==> src/rtl/pfg_pkg.sv <==
package pfg_pkg;

  typedef enum logic [1:0] {
    ST_BLOCKED = 2'd0,
    ST_RECOVER = 2'd1,
    ST_NORMAL  = 2'd2,
    ST_DRAIN   = 2'd3
  } gate_state_t;

  // A 1-to-0 step of the active-low enable between two samples.
  function automatic logic fn_fall(input logic prev_n, input logic cur_n);
    return prev_n & ~cur_n;
  endfunction

  // Access index saturating at 3 (0: none yet, 1: first seen, 2: second seen).
  function automatic logic [1:0] fn_sat_inc(input logic [1:0] idx);
    return (idx == 2'd3) ? idx : idx + 2'd1;
  endfunction

  // Second access in progress: either its falling edge is happening now,
  // or it was counted and the enable is still low.
  function automatic logic fn_second_live(input logic [1:0] idx,
                                          input logic prev_n,
                                          input logic cur_n);
    return ~cur_n & (((idx == 2'd1) & prev_n) | ((idx == 2'd2) & ~prev_n));
  endfunction

  // Enable value presented to memory for a given state.
  function automatic logic fn_gate(input gate_state_t st,
                                   input logic dec_n,
                                   input logic inhibit);
    case (st)
      ST_NORMAL: return dec_n | inhibit;
      ST_DRAIN:  return dec_n;
      default:   return 1'b1;
    endcase
  endfunction

endpackage

==> src/rtl/pfg_rec_timer.sv <==
module pfg_rec_timer #(
  parameter int unsigned CYCLES = 250000
) (
  input  logic clk,
  input  logic rst_n,
  input  logic run,
  output logic done
);
  localparam int unsigned CW = (CYCLES > 1) ? $clog2(CYCLES) : 1;
  localparam logic [CW-1:0] LAST = CW'(CYCLES - 1);

  logic [CW-1:0] cnt_q;

  assign done = run & (cnt_q == LAST);

  always_ff @(posedge clk or negedge rst_n) begin
    if (!rst_n)      cnt_q <= '0;
    else if (!run)   cnt_q <= '0;
    else if (!done)  cnt_q <= cnt_q + 1'b1;
  end


  timer_bound_chk: assert property (@(posedge clk) disable iff (!rst_n)
    cnt_q <= LAST);


  timer_clear_chk: assert property (@(posedge clk) disable iff (!rst_n)
    !$past(run) |-> cnt_q == '0);

endmodule

==> src/rtl/pfg_access_tracker.sv <==
module pfg_access_tracker
  import pfg_pkg::*;
(
  input  logic clk,
  input  logic rst_n,
  input  logic dec_ce_n,
  input  logic active,
  input  logic arm,
  input  logic batt_low,
  output logic inhibit
);
  logic       ce_q;
  logic [1:0] idx_q;
  logic       weak_q;
  logic       fall_evt;

  assign fall_evt = fn_fall(ce_q, dec_ce_n);
  assign inhibit  = active & weak_q & fn_second_live(idx_q, ce_q, dec_ce_n);

  always_ff @(posedge clk or negedge rst_n) begin
    if (!rst_n) begin
      ce_q   <= 1'b1;
      idx_q  <= 2'd0;
      weak_q <= 1'b0;
    end else begin
      ce_q <= dec_ce_n;
      if (arm) begin
        idx_q  <= 2'd0;
        weak_q <= batt_low;
      end else if (active && fall_evt) begin
        idx_q <= fn_sat_inc(idx_q);
      end
    end
  end


  inhibit_weak_chk: assert property (@(posedge clk) disable iff (!rst_n)
    inhibit |-> weak_q && active);


  idx_mono_chk: assert property (@(posedge clk) disable iff (!rst_n)
    $past(active) && !$past(arm) |-> idx_q >= $past(idx_q));


  weak_stable_chk: assert property (@(posedge clk) disable iff (!rst_n)
    !$past(arm) |-> $stable(weak_q));

endmodule

==> src/rtl/pfg_pulse_watch.sv <==
module pfg_pulse_watch #(
  parameter int unsigned LIMIT = 75
) (
  input  logic clk,
  input  logic rst_n,
  input  logic in_drain,
  output logic flag
);
  localparam int unsigned PW = $clog2(LIMIT + 1);
  localparam logic [PW-1:0] TOP = PW'(LIMIT);

  logic [PW-1:0] cnt_q;
  logic          hit;

  assign hit = in_drain & (cnt_q == TOP);

  always_ff @(posedge clk or negedge rst_n) begin
    if (!rst_n) begin
      cnt_q <= '0;
      flag  <= 1'b0;
    end else begin
      if (!in_drain)        cnt_q <= '0;
      else if (cnt_q != TOP) cnt_q <= cnt_q + 1'b1;
      flag <= flag | hit;
    end
  end


  flag_sticky_chk: assert property (@(posedge clk) disable iff (!rst_n)
    $past(flag) |-> flag);


  flag_cause_chk: assert property (@(posedge clk) disable iff (!rst_n)
    $rose(flag) |-> $past(in_drain));

endmodule

==> src/rtl/pf_ce_gate.sv <==
module pf_ce_gate
  import pfg_pkg::*;
#(
  parameter int unsigned REC_CYCLES  = 250000,
  parameter int unsigned PULSE_LIMIT = 75
) (
  input  logic clk,
  input  logic rst_n,
  input  logic dec_ce_n,
  input  logic pwr_fail,
  input  logic batt_low,
  output logic mem_ce_n,
  output logic long_hold_flag
);
  gate_state_t st_q, st_d;
  logic in_recover, in_normal, in_drain;
  logic rec_done;
  logic inhibit;

  assign in_recover = (st_q == ST_RECOVER);
  assign in_normal  = (st_q == ST_NORMAL);
  assign in_drain   = (st_q == ST_DRAIN);

  pfg_rec_timer #(.CYCLES(REC_CYCLES)) u_timer (
    .clk  (clk),
    .rst_n(rst_n),
    .run  (in_recover & ~pwr_fail),
    .done (rec_done)
  );

  pfg_access_tracker u_track (
    .clk     (clk),
    .rst_n   (rst_n),
    .dec_ce_n(dec_ce_n),
    .active  (in_normal),
    .arm     (rec_done),
    .batt_low(batt_low),
    .inhibit (inhibit)
  );

  pfg_pulse_watch #(.LIMIT(PULSE_LIMIT)) u_watch (
    .clk     (clk),
    .rst_n   (rst_n),
    .in_drain(in_drain),
    .flag    (long_hold_flag)
  );

  assign mem_ce_n = fn_gate(st_q, dec_ce_n, inhibit);

  always_comb begin
    st_d = st_q;
    case (st_q)
      ST_BLOCKED: if (!pwr_fail) st_d = ST_RECOVER;
      ST_RECOVER: begin
        if (pwr_fail)      st_d = ST_BLOCKED;
        else if (rec_done) st_d = ST_NORMAL;
      end
      ST_NORMAL: if (pwr_fail) st_d = mem_ce_n ? ST_BLOCKED : ST_DRAIN;
      ST_DRAIN:  if (dec_ce_n) st_d = ST_BLOCKED;
      default:   st_d = ST_BLOCKED;
    endcase
  end

  always_ff @(posedge clk or negedge rst_n) begin
    if (!rst_n) st_q <= ST_BLOCKED;
    else        st_q <= st_d;
  end


  closed_high_chk: assert property (@(posedge clk) disable iff (!rst_n)
    !in_normal && !in_drain |-> mem_ce_n);


  drain_hold_chk: assert property (@(posedge clk) disable iff (!rst_n)
    in_drain && !dec_ce_n |-> !mem_ce_n);


  fail_hold_chk: assert property (@(posedge clk) disable iff (!rst_n)
    pwr_fail && $past(pwr_fail) && $past(mem_ce_n) |-> mem_ce_n);


  normal_entry_chk: assert property (@(posedge clk) disable iff (!rst_n)
    in_normal && !$past(in_normal) |-> $past(rec_done));


  no_drain_when_high_chk: assert property (@(posedge clk) disable iff (!rst_n)
    in_drain && !$past(in_drain) |-> !$past(mem_ce_n));

endmodule

==> config.mk <==
export PLATFORM = sky130hd
export DESIGN_NAME = pf_ce_gate
export DESIGN_NICKNAME = d
export VERILOG_FILES = /design/src/rtl/pfg_pkg.sv /design/src/rtl/pfg_rec_timer.sv /design/src/rtl/pfg_access_tracker.sv /design/src/rtl/pfg_pulse_watch.sv /design/src/rtl/pf_ce_gate.sv
export SDC_FILE = /design/constraint.sdc
export NUM_CORES = 1
export LEC_CHECK = 0
export ABC_AREA = 0
export BUFFER_PORTS_ARGS = -buffer_cell sky130_fd_sc_hd__buf_4
export CAP_MARGIN = 20
export CORE_ASPECT_RATIO = 1.75
export CORE_MARGIN = 4
export CORE_UTILIZATION = 54
export CTS_CLUSTER_SIZE = 25
export DETAILED_ROUTE_END_ITERATION = 10
export HOLD_SLACK_MARGIN = 0.15
export PLACE_DENSITY = 0.76
export SYNTH_ARGS = -nofsm -noshare
export SYNTH_HDL_FRONTEND = slang
export SYNTH_SLANG_ARGS = --single-unit
==> constraint.sdc <==
create_clock -name clk -period 1.9 [get_ports clk]
set_input_delay 0.095 -clock clk [delete_from_list [all_inputs] [get_ports clk]]
set_output_delay 0.095 -clock clk [all_outputs]
set_load 0.03 [all_outputs]
==> flow_summary.ini <==
[outcome]
outcome = complete, no violations

[yosys]
syn-num-nets = 173
synthSimpleGateAreaFrac_pct = 26.82
yosys_register_bits = 32
yosys.area.top_type = sky130_fd_sc_hd__dfrtp_1
synth.avg_cell_area_sq_um = 10.02
synth.cell_area_sq_um = 1633
main_combinational_cell_family_by_area_after_synthesis = simple AND/OR/NAND/NOR gates
yosys-mux-area-fraction_pct = 2.529
synth-adder-area-share_pct = 3.831
xor_xnor_portion_of_the_synthesized_cell_area_pct = 9.119
async_set_or_reset_flop_fraction_in_the_synthesized_netlist_pct = 100.0
synth_seq_area_share_pct = 49.12
yosysTopAreaCellShare_pct = 47.51
synth.most_common_cell = sky130_fd_sc_hd__dfrtp_1
synth-compound-area-share_pct = 6.897
ys_top_cells_by_area = sky130_fd_sc_hd__dfrtp_1, sky130_fd_sc_hd__xnor2_1, sky130_fd_sc_hd__nor2_1
synth_top_cells_by_count = sky130_fd_sc_hd__dfrtp_1, sky130_fd_sc_hd__nor2_1, sky130_fd_sc_hd__nand2_1, sky130_fd_sc_hd__xnor2_1, sky130_fd_sc_hd__nand3_1
syn_inst = 163
yosysWarningCount = 0
synth_edf_count = 0
synthFlopType = sky130_fd_sc_hd__dfrtp_1
yosys.cell_types.count = 37

[die]
floorplan.initialDensity_pct = 55.77
top_level_ports = 7
die_width_microns = 49.57
num_rows = 26
core_region_sq_um = 2928
die_height_microns = 80.74
dieArea_sq_um = 4002

[worst_setup_path]
worstSetupEndpointType = flip-flop
reg2reg_from = u_timer.cnt_q[1]
timing.setup.critical_path_class = reg -> reg
crit_path_start_kind = flip-flop
cp_data_arrival_time_ps = 2030
cp-startpoint = u_timer.cnt_q[1]
critical_path_required_ps = 2120
worst-path-max-fanout = 5

[sta]
setup_viol_count_final = 0
worst-slew-pin-transition_ps = 597.9
fin_worst_skew_ps = 8.766
timing.fmax_ghz = 0.5534
final_period_utilization_pct = 95.10
final-max-slew-violation-count = 0
finalHoldViolations = 0
finalCriticalPeriod_ps = 1807
timing.max_slew.rel_slack_pct = 59.58

[clock_network]
htree_levels = 2
tritoncts = done
post_cts_buffers = 0
worstSkewPairLatency_ps = 290
tritoncts.num_buffers = 5
clkSlewWorstSetupHoldPaths_ps = 70
clock_tree.buffer_depth = 2
clock_tree.root_cell = sky130_fd_sc_hd__clkbuf_8
cts_sinks = 32

[layout]
area_growth_syn_to_layout_pct = 21.99
final_layout_size_suffix_gt1_share_pct = 19.27
total_nets_final = 201
diodes = 0
fin_cells = 220

[pwr]
powerDensity_nw_per_um2 = 730.0
ir_drop_mv = 0.7098
power_leakage_nw = 0.8276
finalPower_mw = 1.454

[place]
detailed_place_hpwl_microns = 2413
place.port_buffers = 6
finalWeightedCongestion = 0.8519
dp_cells = 208

[route]
drtAntennaViolNets = 0
drtIter0Drc = 55
routed_wire_length_per_instance_microns = 15.32
avgViaCountPerCell = 6.068
detailedRoute.firstPassIterationCount = 4
finalWirelength_microns = 3371
routed-via-count = 1335
detail_route.drc_violations = 0

[global_routing]
initial_antenna_violation_count = 0
globalRoute.totalOverflow = 0
track_usage_pct = 19.48
first_global_vias = 1346
grt_pass1_wl_microns = 5927
grt_max_degree = 33

[min_path]
timing.hold.worst.class = in -> async

[flow_run]
max_cap_violations = 0
worst max-delay path, stage by stage, from the launching register on:
cell and delay (ps):
sky130_fd_sc_hd__dfrtp_1 410, sky130_fd_sc_hd__ha_2 240, sky130_fd_sc_hd__nand3_2 80, sky130_fd_sc_hd__or4_4 530, sky130_fd_sc_hd__or4_1 400, sky130_fd_sc_hd__nand2_1 90
cells by family (layout without fill, tap and decap cells):
kind of cell	Yosys count	after routing
simple gates	80	80
flops	32	32
compound gates	18	18
xor+xnor	17	17
buf+inv	7	36
fa+ha+maj	5	5
mux	4	4
final timing paths:
kind / end / slack, ps / depth (start not counted)
min: u_watch.cnt_q[0] / 280 / 2
min reg2reg: u_watch.flag / 480 / 1
min in group clk: u_watch.flag / 480 / 1
max reg2reg: u_timer.cnt_q[16] / 90 / 5
max: u_timer.cnt_q[16] / 90 / 5
max in group asynchronous: u_track.ce_q / 1300 / 2
per-layer routing:
| metal | track usage, % | share of wire [%] | vias up |
|---|---|---|---|
| met1 | 20.48 | 38 | 640 |
| met2 | 34.22 | 53 | 39 |
| met5 | 0 | 0 | - |
| met4 | 12.47 | 4.8 | 0 |
| li1 | - | - | 634 |
| met3 | 4.771 | 3.5 | 22 |
cell type report:
cell class / instances / area, sq um
multi-input combinational: 124 / 823.3
timing repair buffer: 24 / 190.2
tap: 28 / 35.03
fill: 236 / 935.9
inverter: 4 / 15.01
sequential: 32 / 802.0
clock inverter: 1 / 30.03
clock buffer: 7 / 96.34
through the flow:
step                util, %  instance area [sq um]  TNS (ps)  setup slack, ps  hold slack [ps]
floorplan                 -                   1633         0            85.39           -200.6
global placement      61.67                   1805         0            147.9            47.03
detailed placement    61.67                   1805         0            13.06            51.51
global route          68.03                   1992   -0.7341          -0.7341            302.8
finish                68.03                   1992         0            93.01            280.4
CTS                   67.35                   1972         0            19.05            281.6
sequential cells by signal, indices dropped and copies added, names as in the netlist:
register / cells
st_q: 2
u_watch.cnt_q: 7
u_track.ce_q: 1
u_timer.cnt_q: 18
u_track.weak_q: 1
u_track.idx_q: 2
u_watch.flag: 1
cells in the final DEF (no fill, tap or decap), drive strengths merged:
| master | count |
|---|---|
| xor2 | 5 |
| nand2 | 12 |
| mux2i | 3 |
| nand2b | 3 |
| o2bb2ai | 1 |
| a31oi | 2 |
| nand3 | 10 |
| o211ai | 2 |
| bufinv | 1 |
| and3 | 3 |
| nand3b | 1 |
| nor4 | 4 |
| inv | 4 |
| or4 | 2 |
| or3b | 1 |
| dlygate4sd3 | 4 |
| o21bai | 1 |
| and3b | 1 |
| nor3 | 6 |
| a41oi | 1 |
| clkbuf | 7 |
| dfrtp | 31 |
| xnor2 | 12 |
| dfstp | 1 |
| a21oi | 4 |
| nor2 | 23 |
| ha | 5 |
| o21ai | 5 |
| nor4b | 3 |
| mux2 | 1 |
| a211oi | 2 |
| nand4 | 5 |
| and4 | 2 |
| nor3b | 2 |
| buf | 20 |
| or3 | 2 |
power by group:
| part | leakage (nW) | internal [mW] | switching [mW] |
|---|---|---|---|
| logic | 0.323 | 0.0231 | 0.0307 |
| registers | 0.440 | 0.686 | 0.00326 |
| clock network | 0.0645 | 0.462 | 0.248 |
what timing repair did:
action,in CTS,in global routing
gates resized for setup,0,4
hold buffers,4,0
endpoints found under the setup margin,0,5
hold endpoints to repair,37,0
No activity file was read; power rests on OpenSTA's default activity.
